**src/rtl/adcseq_pkg.sv**
```systemverilog
package adcseq_pkg;

  localparam int MODE_W = 6;

  localparam logic [MODE_W-1:0] M_IDLE       = 6'h00;
  localparam logic [MODE_W-1:0] M_AWAKE      = 6'h20;
  localparam logic [MODE_W-1:0] M_MAN_ONE    = 6'h30;
  localparam logic [MODE_W-1:0] M_MAN_SCAN   = 6'h32;
  localparam logic [MODE_W-1:0] M_AUTO_ONE   = 6'h31;
  localparam logic [MODE_W-1:0] M_AUTO_SCAN  = 6'h33;
  localparam logic [MODE_W-1:0] M_AUTO_ONE_S = 6'h39;
  localparam logic [MODE_W-1:0] M_AUTO_SCN_S = 6'h3B;
  localparam logic [MODE_W-1:0] M_BURST_S    = 6'h3F;

  typedef enum logic [1:0] {PH_NONE, PH_PWRUP, PH_ACQ, PH_CONV} phase_e;

  function automatic logic mode_active(input logic [MODE_W-1:0] m);
    case (m)
      M_MAN_ONE, M_MAN_SCAN, M_AUTO_ONE, M_AUTO_SCAN,
      M_AUTO_ONE_S, M_AUTO_SCN_S, M_BURST_S: return 1'b1;
      default: return 1'b0;
    endcase
  endfunction

  function automatic logic mode_scan(input logic [MODE_W-1:0] m);
    case (m)
      M_MAN_SCAN, M_AUTO_SCAN, M_AUTO_SCN_S, M_BURST_S: return 1'b1;
      default: return 1'b0;
    endcase
  endfunction

  function automatic logic mode_manual(input logic [MODE_W-1:0] m);
    return (m == M_MAN_ONE) || (m == M_MAN_SCAN);
  endfunction

endpackage

```
**src/rtl/adcseq_mode_ctrl.sv**
```systemverilog
module adcseq_mode_ctrl
  import adcseq_pkg::*;
(
  input  logic              clk,
  input  logic              rst_n,
  input  logic              mode_wr,
  input  logic [MODE_W-1:0] mode_val,
  input  logic              pass_done,
  output logic [MODE_W-1:0] mode_q,
  output logic              restart,
  output logic              go_idle,
  output logic              load_active,
  output logic              run
);

  logic accept;

  always_comb begin
    accept = 1'b0;
    if (mode_wr) begin
      if (mode_val == M_IDLE || mode_val == M_AWAKE)
        accept = 1'b1;
      else if (mode_active(mode_val) && mode_q == M_AWAKE)
        accept = 1'b1;
    end
  end

  assign restart     = accept;
  assign go_idle     = accept && (mode_val == M_IDLE);
  assign load_active = accept && mode_active(mode_val);
  assign run         = mode_active(mode_q);

  always_ff @(posedge clk or negedge rst_n) begin
    if (!rst_n)
      mode_q <= M_IDLE;
    else if (accept)
      mode_q <= mode_val;
    else if (pass_done)
      mode_q <= M_AWAKE;
  end

  AST_ACTIVE_FROM_AWAKE: assert property (@(posedge clk) disable iff (!rst_n)
    (mode_active(mode_q) && mode_q != $past(mode_q)) |-> $past(mode_q) == M_AWAKE);

endmodule

```
**src/rtl/adcseq_phase_timer.sv**
```systemverilog
module adcseq_phase_timer
  import adcseq_pkg::*;
#(
  parameter int TIME_W      = 5,
  parameter int STEP_US     = 2,
  parameter int ACQ_BASE_US = 6,
  parameter int CONV_US     = 4
) (
  input  logic              clk,
  input  logic              rst_n,
  input  logic              us_tick,
  input  logic              run,
  input  logic              restart,
  input  logic              go_idle,
  input  logic [TIME_W-1:0] acq_time,
  input  logic [TIME_W-1:0] pu_time,
  output phase_e            phase,
  output logic              acq_done,
  output logic              conv_done
);

  localparam int MAX_LEN = STEP_US * (2**TIME_W - 1) + ACQ_BASE_US;
  localparam int CNT_W   = $clog2(MAX_LEN + 1);

  logic [CNT_W-1:0] cnt;
  logic [CNT_W-1:0] cur_len;
  logic             pu_pend;
  logic             last;

  always_comb begin
    case (phase)
      PH_PWRUP: cur_len = CNT_W'(pu_time) * CNT_W'(STEP_US);
      PH_ACQ:   cur_len = CNT_W'(acq_time) * CNT_W'(STEP_US) + CNT_W'(ACQ_BASE_US);
      PH_CONV:  cur_len = CNT_W'(CONV_US);
      default:  cur_len = '0;
    endcase
  end

  assign last      = us_tick && (phase != PH_NONE) && (cnt == cur_len - CNT_W'(1));
  assign acq_done  = !restart && last && (phase == PH_ACQ);
  assign conv_done = !restart && last && (phase == PH_CONV);

  always_ff @(posedge clk or negedge rst_n) begin
    if (!rst_n) begin
      phase   <= PH_NONE;
      cnt     <= '0;
      pu_pend <= 1'b1;
    end else if (restart) begin
      phase <= PH_NONE;
      cnt   <= '0;
      if (go_idle) pu_pend <= 1'b1;
    end else begin
      case (phase)
        PH_NONE: begin
          if (run) begin
            phase   <= (pu_pend && pu_time != '0) ? PH_PWRUP : PH_ACQ;
            pu_pend <= 1'b0;
            cnt     <= '0;
          end
        end
        default: begin
          if (us_tick) begin
            if (last) begin
              cnt <= '0;
              case (phase)
                PH_PWRUP: phase <= PH_ACQ;
                PH_ACQ:   phase <= PH_CONV;
                default:  phase <= PH_NONE;
              endcase
            end else begin
              cnt <= cnt + CNT_W'(1);
            end
          end
        end
      endcase
    end
  end

  AST_CONV_AFTER_ACQ: assert property (@(posedge clk) disable iff (!rst_n)
    (phase == PH_CONV && $past(phase) != PH_CONV) |-> $past(phase) == PH_ACQ);

endmodule

```
**src/rtl/adcseq_chan_ctrl.sv**
```systemverilog
module adcseq_chan_ctrl
  import adcseq_pkg::*;
#(
  parameter int NUM_CH = 4,
  parameter int RES_W  = 12,
  localparam int CH_W  = $clog2(NUM_CH)
) (
  input  logic              clk,
  input  logic              rst_n,
  input  logic              restart,
  input  logic              load_active,
  input  logic [CH_W-1:0]   chan_sel,
  input  logic [MODE_W-1:0] mode_q,
  input  logic              acq_done,
  input  logic              conv_done,
  input  logic [RES_W-1:0]  conv_result,
  output logic [CH_W-1:0]   ch,
  output logic              pass_done,
  output logic              sample_strobe,
  output logic [NUM_CH-1:0] res_wr,
  output logic [RES_W-1:0]  res_data
);

  logic [CH_W-1:0]   idx;
  logic [NUM_CH-1:0] wr_vec;
  logic [CH_W-1:0]   ch_next;
  logic              scan;

  assign scan    = mode_scan(mode_q);
  assign ch_next = (ch == CH_W'(NUM_CH - 1)) ? '0 : ch + CH_W'(1);

  for (genvar i = 0; i < NUM_CH; i++) begin : g_wr
    assign wr_vec[i] = conv_done && (ch == CH_W'(i));
  end

  assign pass_done = conv_done && mode_manual(mode_q) &&
                     (!scan || idx == CH_W'(NUM_CH - 1));

  always_ff @(posedge clk or negedge rst_n) begin
    if (!rst_n) begin
      ch            <= '0;
      idx           <= '0;
      sample_strobe <= 1'b0;
      res_wr        <= '0;
      res_data      <= '0;
    end else if (restart) begin
      sample_strobe <= 1'b0;
      res_wr        <= '0;
      if (load_active) begin
        ch  <= chan_sel;
        idx <= '0;
      end
    end else begin
      sample_strobe <= acq_done;
      res_wr        <= wr_vec;
      if (conv_done) begin
        res_data <= conv_result;
        if (scan) begin
          ch  <= ch_next;
          idx <= idx + CH_W'(1);
        end
      end
    end
  end

  AST_NO_SAMPLE_WITH_WRITE: assert property (@(posedge clk) disable iff (!rst_n)
    !(sample_strobe && (|res_wr)));

endmodule

```
**src/rtl/adcseq_top.sv**
```systemverilog
module adcseq_top
  import adcseq_pkg::*;
#(
  parameter int NUM_CH      = 4,
  parameter int RES_W       = 12,
  parameter int TIME_W      = 5,
  parameter int STEP_US     = 2,
  parameter int ACQ_BASE_US = 6,
  parameter int CONV_US     = 4,
  localparam int CH_W       = $clog2(NUM_CH)
) (
  input  logic              clk,
  input  logic              rst_n,
  input  logic              us_tick,
  input  logic              mode_wr,
  input  logic [5:0]        mode_val,
  input  logic [CH_W-1:0]   chan_sel,
  input  logic [TIME_W-1:0] acq_time,
  input  logic [TIME_W-1:0] pu_time,
  input  logic [RES_W-1:0]  conv_result,
  output logic [5:0]        mode_q,
  output logic              mux_en,
  output logic [CH_W-1:0]   mux_sel,
  output logic              sample_strobe,
  output logic [NUM_CH-1:0] res_wr,
  output logic [RES_W-1:0]  res_data
);

  logic   restart, go_idle, load_active, run, pass_done;
  logic   acq_done, conv_done;
  phase_e phase;

  adcseq_mode_ctrl u_mode (
    .clk(clk), .rst_n(rst_n), .mode_wr(mode_wr), .mode_val(mode_val),
    .pass_done(pass_done), .mode_q(mode_q), .restart(restart),
    .go_idle(go_idle), .load_active(load_active), .run(run)
  );

  adcseq_phase_timer #(
    .TIME_W(TIME_W), .STEP_US(STEP_US), .ACQ_BASE_US(ACQ_BASE_US), .CONV_US(CONV_US)
  ) u_timer (
    .clk(clk), .rst_n(rst_n), .us_tick(us_tick), .run(run), .restart(restart),
    .go_idle(go_idle), .acq_time(acq_time), .pu_time(pu_time), .phase(phase),
    .acq_done(acq_done), .conv_done(conv_done)
  );

  adcseq_chan_ctrl #(.NUM_CH(NUM_CH), .RES_W(RES_W)) u_chan (
    .clk(clk), .rst_n(rst_n), .restart(restart), .load_active(load_active),
    .chan_sel(chan_sel), .mode_q(mode_q), .acq_done(acq_done),
    .conv_done(conv_done), .conv_result(conv_result), .ch(mux_sel),
    .pass_done(pass_done), .sample_strobe(sample_strobe), .res_wr(res_wr),
    .res_data(res_data)
  );

  assign mux_en = (phase != PH_NONE);

  AST_IDLE_ABORT: assert property (@(posedge clk) disable iff (!rst_n)
    (mode_wr && mode_val == M_IDLE) |=> (!mux_en && !sample_strobe && res_wr == '0));
  AST_MUX_OFF_IDLE: assert property (@(posedge clk) disable iff (!rst_n)
    (mode_q == M_IDLE) |-> !mux_en);
  AST_WR_ONEHOT: assert property (@(posedge clk) disable iff (!rst_n)
    $onehot0(res_wr));
  AST_WR_AFTER_MUX: assert property (@(posedge clk) disable iff (!rst_n)
    (|res_wr) |-> $past(mux_en));

endmodule

```
**config.mk**
```make
export PLATFORM = sky130hd
export DESIGN_NAME = adcseq_top
export DESIGN_NICKNAME = d
export VERILOG_FILES = /design/src/rtl/adcseq_pkg.sv /design/src/rtl/adcseq_mode_ctrl.sv /design/src/rtl/adcseq_phase_timer.sv /design/src/rtl/adcseq_chan_ctrl.sv /design/src/rtl/adcseq_top.sv
export SDC_FILE = /design/constraint.sdc
export NUM_CORES = 1
export LEC_CHECK = 0
export ABC_AREA = 1
export BUFFER_PORTS_ARGS = -buffer_cell sky130_fd_sc_hd__buf_4
export CORE_MARGIN = 10
export CORE_UTILIZATION = 30
export DETAILED_ROUTE_END_ITERATION = 6
export PLACE_DENSITY = 0.58
export SYNTH_ARGS = -nofsm -noshare
export SYNTH_HDL_FRONTEND = slang
export SYNTH_SLANG_ARGS = --single-unit
```
**constraint.sdc**
```tcl
create_clock -name clk -period 2.4 [get_ports clk]
set_input_delay 0.48 -clock clk [delete_from_list [all_inputs] [get_ports clk]]
set_output_delay 0.48 -clock clk [all_outputs]
set_load 0.01 [all_outputs]
```
# Word level (Yosys, flattened, before mapping)
# Index checks and enable logic that the tools add are counted.
# Widths: inputs -> output; s select.
[totals]
word_cells = 120
input_bits = 34
out_inout_bits = 26
register_bits = 37
[op_classes]
reduce_logical = 40
n_eq_ne = 27
bitwise_logic = 1
add_sub_neg = 5
n_mux = 38
[op_table]
columns = ["op", "count"]
rows = [
  ["$eq 6x6->1 const B", 16],
  ["$mux 7", 5],
  ["$mux 2", 15],
  ["$pmux 7 s3", 1],
  ["$logic_and 1x1->1", 15],
  ["$reduce_or 7->1", 2],
  ["$mux 1", 13],
  ["$mux 6", 2],
  ["$reduce_bool 2->1", 6],
  ["$eq 2x2->1 const B", 5],
  ["$reduce_and 3->1", 3],
  ["$add 6x3->7 const B", 1],
  ["$add 7x1->7 const B", 1],
  ["$eq 7x7->1", 1],
  ["$sub 7x1->7 const B", 1],
  ["$logic_not 6->1", 1],
  ["$reduce_bool 3->1", 2],
  ["$reduce_bool 5->1", 1],
  ["$add 2x1->2 const B", 2],
  ["$eq 2x1->1 const B", 2],
  ["$logic_not 2->1", 2],
  ["$mux 4", 1],
  ["$ne 2x2->1 const B", 2],
  ["$pmux 2 s2", 1],
  ["6 further kinds", 10],
]

# Longest topological paths before layout
[logic_depth]
ltp_word = 16
depth_mapped = 21
mapped_depth_nobuf = 20

# Cells and area by module
# A second synthesis with hierarchy kept.
[hier_totals]
cells_unflattened = 346
area_unflattened_um2 = 2453.6
[modules_own_cells]
columns = ["mod", "seq_area_each_um2", "instances", "area_per_inst_um2", "cells_each"]
rows = [
  ["adcseq_phase_timer", 251.5, 1, 1088.5, 174],
  ["adcseq_chan_ctrl", 525.5, 1, 987.2, 113],
  ["adcseq_mode_ctrl", 150.1, 1, 366.6, 56],
  ["adcseq_top", 0.0, 1, 11.3, 3],
]

# Least setup slack after synthesis
# No wires, ideal clock.
[synth_path]
path_kind = "register to register"
startpoint = "reg u_timer.phase[0]"
endpoint = "reg u_chan.res_data[3]"
period_less_slack_ns = 2.607
arrival_ns = 2.490
setup_time_ns = 0.117
required_time_ns = 2.283
slack_ns = -0.207
path_stages_with_launch = 20
path_buffers = 2
path_cell_list = "dfrtp_1 inv_1 ha_1 inv_2 buf_2 nand2_1 ha_1 a21oi_1 nand3_1 nor2_1 nand2_1 nor2_2 nand3_2 nor2_4 nand2_4 nor2_8 inv_4 buf_6 nand2_1 nand2_1"
[synth_via]
word_cells_on_any_way = 12
classes_between = "1 x add/sub; 4 x eq/ne; 1 x mux; 6 x reduce/logical"
[synth_lines]
columns = ["element", "line_no", "source"]
rows = [
  ["start: declaration", "adcseq_phase_timer.sv:17", "output phase_e phase,"],
  ["start signal: assignment", "adcseq_phase_timer.sv:56", "phase <= (pu_pend && pu_time != '0) ? PH_PWRUP : PH_ACQ;"],
  ["$reduce_bool 2->1", "n/a", ""],
  ["net mux_en", "adcseq_top.sv:22", "output logic mux_en,"],
  ["$logic_and 1x1->1 (2 in a row)", "adcseq_phase_timer.sv:39", "assign last = us_tick && (phase != PH_NONE) && (cnt == cur_len - CNT_W'(1));"],
  ["$logic_and 1x1->1 (2 in a row)", "adcseq_phase_timer.sv:41", "assign conv_done = !restart && last && (phase == PH_CONV);"],
  ["$reduce_and 2->1 (no source line)", "n/a", ""],
  ["end signal: assignment", "adcseq_chan_ctrl.sv:57", "res_data <= conv_result;"],
  ["end: declaration", "adcseq_chan_ctrl.sv:21", "output logic [RES_W-1:0] res_data"],
]
# The timed path passes the listed nets, and every way through them passes these cells.
# A chain may end at the register's enable or synchronous reset.

# Worst setup path in the final report
[layout_path]
startpoint = "reg u_timer.phase[0]"
endpoint = "reg u_chan.res_data[9]"
[layout_via]
elab_chain_len = 8
word_cells_on_any_way = 12
classes_between = "1 x add/sub; 4 x eq/ne; 1 x mux; 6 x reduce/logical"
[layout_rtl]
columns = ["element", "line_no", "source"]
rows = [
  ["$eq 2x2->1, or another cell as far along", "adcseq_phase_timer.sv:31, adcseq_phase_timer.sv:41", ""],
  ["$pmux 7 s3", "adcseq_phase_timer.sv:31", "case (phase)"],
  ["$sub 7x1->7", "adcseq_phase_timer.sv:39", ""],
  ["$eq 7x7->1", "adcseq_phase_timer.sv:39", ""],
  ["$logic_and 1x1->1", "adcseq_phase_timer.sv:39", ""],
  ["$logic_and 1x1->1", "adcseq_phase_timer.sv:41", ""],
  ["$logic_and 1x1->1 *", "adcseq_phase_timer.sv:41", ""],
  ["$reduce_and 2->1 (no source line) *", "n/a", ""],
]
# Mark *: on every way between the ends. The rest lies on a longest branch, timed or not.

==> results_dict.tcl <==
set metrics [dict create \
    grt_overflow 0 \
    antenna_found_initial 0 \
    pwr_density_cell_nw_per_um2 861.5 \
    wl_met3_um 525 \
    routed.top_layer "met4" \
    crit_chain "ha_1, inv_2, nand3_2, nand2_4, ha_4, a21oi_2, nand3_1, nor2_1, nand2_1, nor2_2, nand3_2, nor2_4, nand2_4, nor2_8, clkbuf_16, nand2_1, nand2_1" \
    syn-cell-area_um2 2237 \
    pwr-share-comb 0.541 \
    crit_required_ns 2.63 \
    fin_ws_ns -0.07227 \
    synthXorXnorAreaFrac 0.01566 \
    clk_pin_slew_ns 0.08 \
    switching_share 0.4095 \
    drc 0 \
    diodes 0 \
    syn_inst 303 \
    tns_ns -0.8765 \
    nets 436 \
    synthAdderAreaFrac 0.06711 \
    place_congestion 0.7639 \
    skew_ns 0.005299 \
    muxShareOfSynthArea 0 \
    yosys-top-cells-area "dfrtp_1 (40%), nand2_1 (19%), ha_1 (6.7%), inv_1 (6.0%), nand3_1 (5.4%)" \
    cts_sinks 37 \
    start_util 0.3084 \
    grt_max_degree 38 \
    critPathCaptureType "flop" \
    hold_buffers 0 \
    cp-start-kind "flop" \
    cts_buffers 5 \
    syn_avg_cell_area_um2 7.383 \
    synth_compound_area_frac 0.06879 \
    p_int_w 0.001663 \
    vias 2156 \
    grt_pass1_wl_um 10470 \
    synth-seq-cells 37 \
    hold_viol 0 \
    io_buffers 59 \
    cts_max_level 2 \
    ant_nets 0 \
    hold_path.class "in2async" \
    slew_headroom 0.6825 \
    period_needed_ns 2.472 \
    grt_pass1_vias 2227 \
    path_max_fanout 6 \
    areaGrowthSynthToFinish_pct 46.08 \
    clkLatencyLatePin_ns 0.29 \
    synth_cell_types 34 \
    worst_pin_slew_ns 0.4763 \
    violations "setup timing" \
    rsz0062_at_grt "yes" \
    period_share 1.030 \
    worstSetupPathType "reg2reg" \
    fin_hold_ws_ns 0.1515 \
    crit_path_max_incr_delay_ns 0.46 \
    slew_viol_final 0 \
    seq_power_share 0.287 \
    cts_max_path_buffers 2 \
    yosysTopAreaCellShare 0.4027 \
    pre_cts_slack_ns -0.3006 \
    clock_power_share 0.172 \
    status "finished with violations" \
    layout-drive-gt1-share 0.3581 \
    hpwlAfterDp_um 4794 \
    drt_iter0_drc 64 \
    maxCapViolCount 0 \
    yosys_warnings 0 \
    yosys.area.top_type "dfrtp_1" \
    wl_um 6177 \
    dr_wl_met2_um 2766 \
    via_per_inst 4.400 \
    die_area_um2 11310 \
    cts_tree "built" \
    synth_top_family_by_area "simple AND/OR/NAND/NOR gates" \
    fp.dieH_um 106.4 \
    core-area_um2 7253 \
    rows 31 \
    cp_common_cell "nand2_1" \
    leakage_nw 1.743 \
    ir_worst_vdd_mv 0.3155 \
    syn_nets 349 \
    setup_violations 16 \
    crit_slowest_cell "dfrtp_2" \
    max_freq_mhz 404.5 \
    cts_root_buf "clkbuf_8" \
    track_usage 0.1098 \
    met1_length_um 2837 \
    yosysSeqAreaShare 0.4144 \
    drt_pass1_iterations 4 \
    fp.dieW_um 106.4 \
    synthSimpleGateAreaFrac 0.3518 \
    netSwitchingPower_w 0.001153 \
    cp.arrival_ns 2.70 \
    post_drt_wl_per_cell_um 12.61 \
    final_core_util 0.4506 \
    ioPinCount 60 \
]
[layout make-up]
type	instances	area (um2)
Clock buffer	7	96.34
Clock inverter	1	5.005
Fill cell	738	3985
Inverter	41	181.4
Multi-Input combinational cell	221	1265
Sequential cell	37	928.4
Tap cell	99	123.9
Timing Repair Buffer	84	668.1
[critical path, delay by kind of cell (launching register included)]
family	cells	cell delay (ns)
AO/OA/AOI/OAI	1	0.11
adder cells (fa/ha/maj)	2	0.43
buffers and inverters	2	0.24
flip-flops	1	0.46
AND/OR/NAND/NOR	12	1.14
[cells in the final DEF, fill, tap and decap left out, types with 4 or more instances in the layout]
master / n
inv_1: 30
nand3_1: 22
dfrtp_1: 35
ha_1: 7
o21ai_0: 6
inv_2: 6
nor2_2: 7
nand4_1: 7
nand2_1: 103
o21ai_1: 5
ha_4: 5
clkbuf_8: 7
nor2_1: 16
xor2_1: 4
nand2_4: 4
buf_4: 80
nand2_2: 9
a21oi_1: 6
[state kept, by name, summed over array words and instances (netlist names)]
name                  flops
u_timer.pu_pend           1
u_mode.mode_q             6
u_timer.phase             2
u_chan.sample_strobe      1
u_chan.ch                 2
u_chan.res_data          12
u_chan.res_wr             4
u_chan.idx                2
u_timer.cnt               7
[power by group through the flow]
stage / Combinational, W / Sequential, W / Clock (W)
floorplan: 0.000811 / 0.000808 / 0
global placement: 0.00127 / 0.000805 / 0
detailed placement: 0.00129 / 0.000807 / 0
CTS: 0.00140 / 0.000806 / 0.000497
global route: 0.00173 / 0.000824 / 0.000516
finish: 0.00152 / 0.000808 / 0.000484
[Yosys cell counts]
| library cell | number |
|---|---|
| dfstp_2 | 1 |
| o21ai_1 | 2 |
| inv_4 | 1 |
| nand3_1 | 24 |
| nor2_2 | 5 |
| buf_4 | 1 |
| dfrtp_1 | 36 |
| a211oi_1 | 1 |
| clkbuf_1 | 1 |
| inv_2 | 4 |
| a21oi_1 | 7 |
| nand4_1 | 7 |
| nand2_1 | 111 |
| nor2_8 | 1 |
| nor4_1 | 1 |
| nand2_4 | 1 |
| nor2_4 | 1 |
| xor2_1 | 4 |
| o21a_1 | 1 |
| nand2_2 | 4 |
| nor3_1 | 2 |
| nand3_2 | 1 |
| inv_1 | 36 |
| or3_1 | 1 |
| o21bai_1 | 1 |
| nand3b_1 | 1 |
| nor2_1 | 18 |
| buf_2 | 1 |
| buf_6 | 1 |
| o311ai_0 | 1 |
| o41ai_1 | 1 |
| o21ai_0 | 12 |
| o2111ai_1 | 1 |
| ha_1 | 12 |
[metrics by stage]
step           instance area (um2)  total power, W  cells
5_1_grt                       3268        0.003070    490
3_3_place_gp                  2982        0.002072    475
4_1_cts                       3196        0.002705    488
2_1_floorplan                 2301        0.001619    303
6_report                      3268        0.002815    490
3_5_place_dp                  2982        0.002094    475
[per-layer routing]
layer	GRT usage	up-vias
met4	0.02611	0
li1	-	1130
met3	0.04771	5
met5	0	-
met2	0.1709	54
met1	0.1368	967
[what timing repair did]
item	in CTS	in global routing
resized for setup	16	21
setup buffers	4	2
cloned	1	0
pin swaps	12	4
setup endpoints to repair	33	36
[final timing paths]
kind,cells past startpoint,endpoint,slack (ns),start
max in group asynchronous,1,u_timer.phase[0]$_DFFE_PN0P_,1.90,rst_n
hold / removal,1,u_chan.ch[1]$_DFFE_PN0P_,0.15,rst_n
hold reg to reg,2,u_chan.res_data[5]$_DFFE_PN0P_,0.48,u_chan.res_data[5]$_DFFE_PN0P_
setup / recovery,17,u_chan.res_data[9]$_DFFE_PN0P_,-0.07,u_timer.phase[0]$_DFFE_PN0P_
min in group clk,2,u_timer.pu_pend$_DFFE_PN1P_,0.37,mode_val[5]
setup reg to reg,17,u_chan.res_data[9]$_DFFE_PN0P_,-0.07,u_timer.phase[0]$_DFFE_PN0P_
[logic make-up after synthesis]
logic type / after synthesis
flops: 37
simple gates: 178
fa+ha+maj: 12
compound gates: 27
xor+xnor: 4
buf+inv: 45
Power figures use the tool's default switching activity.
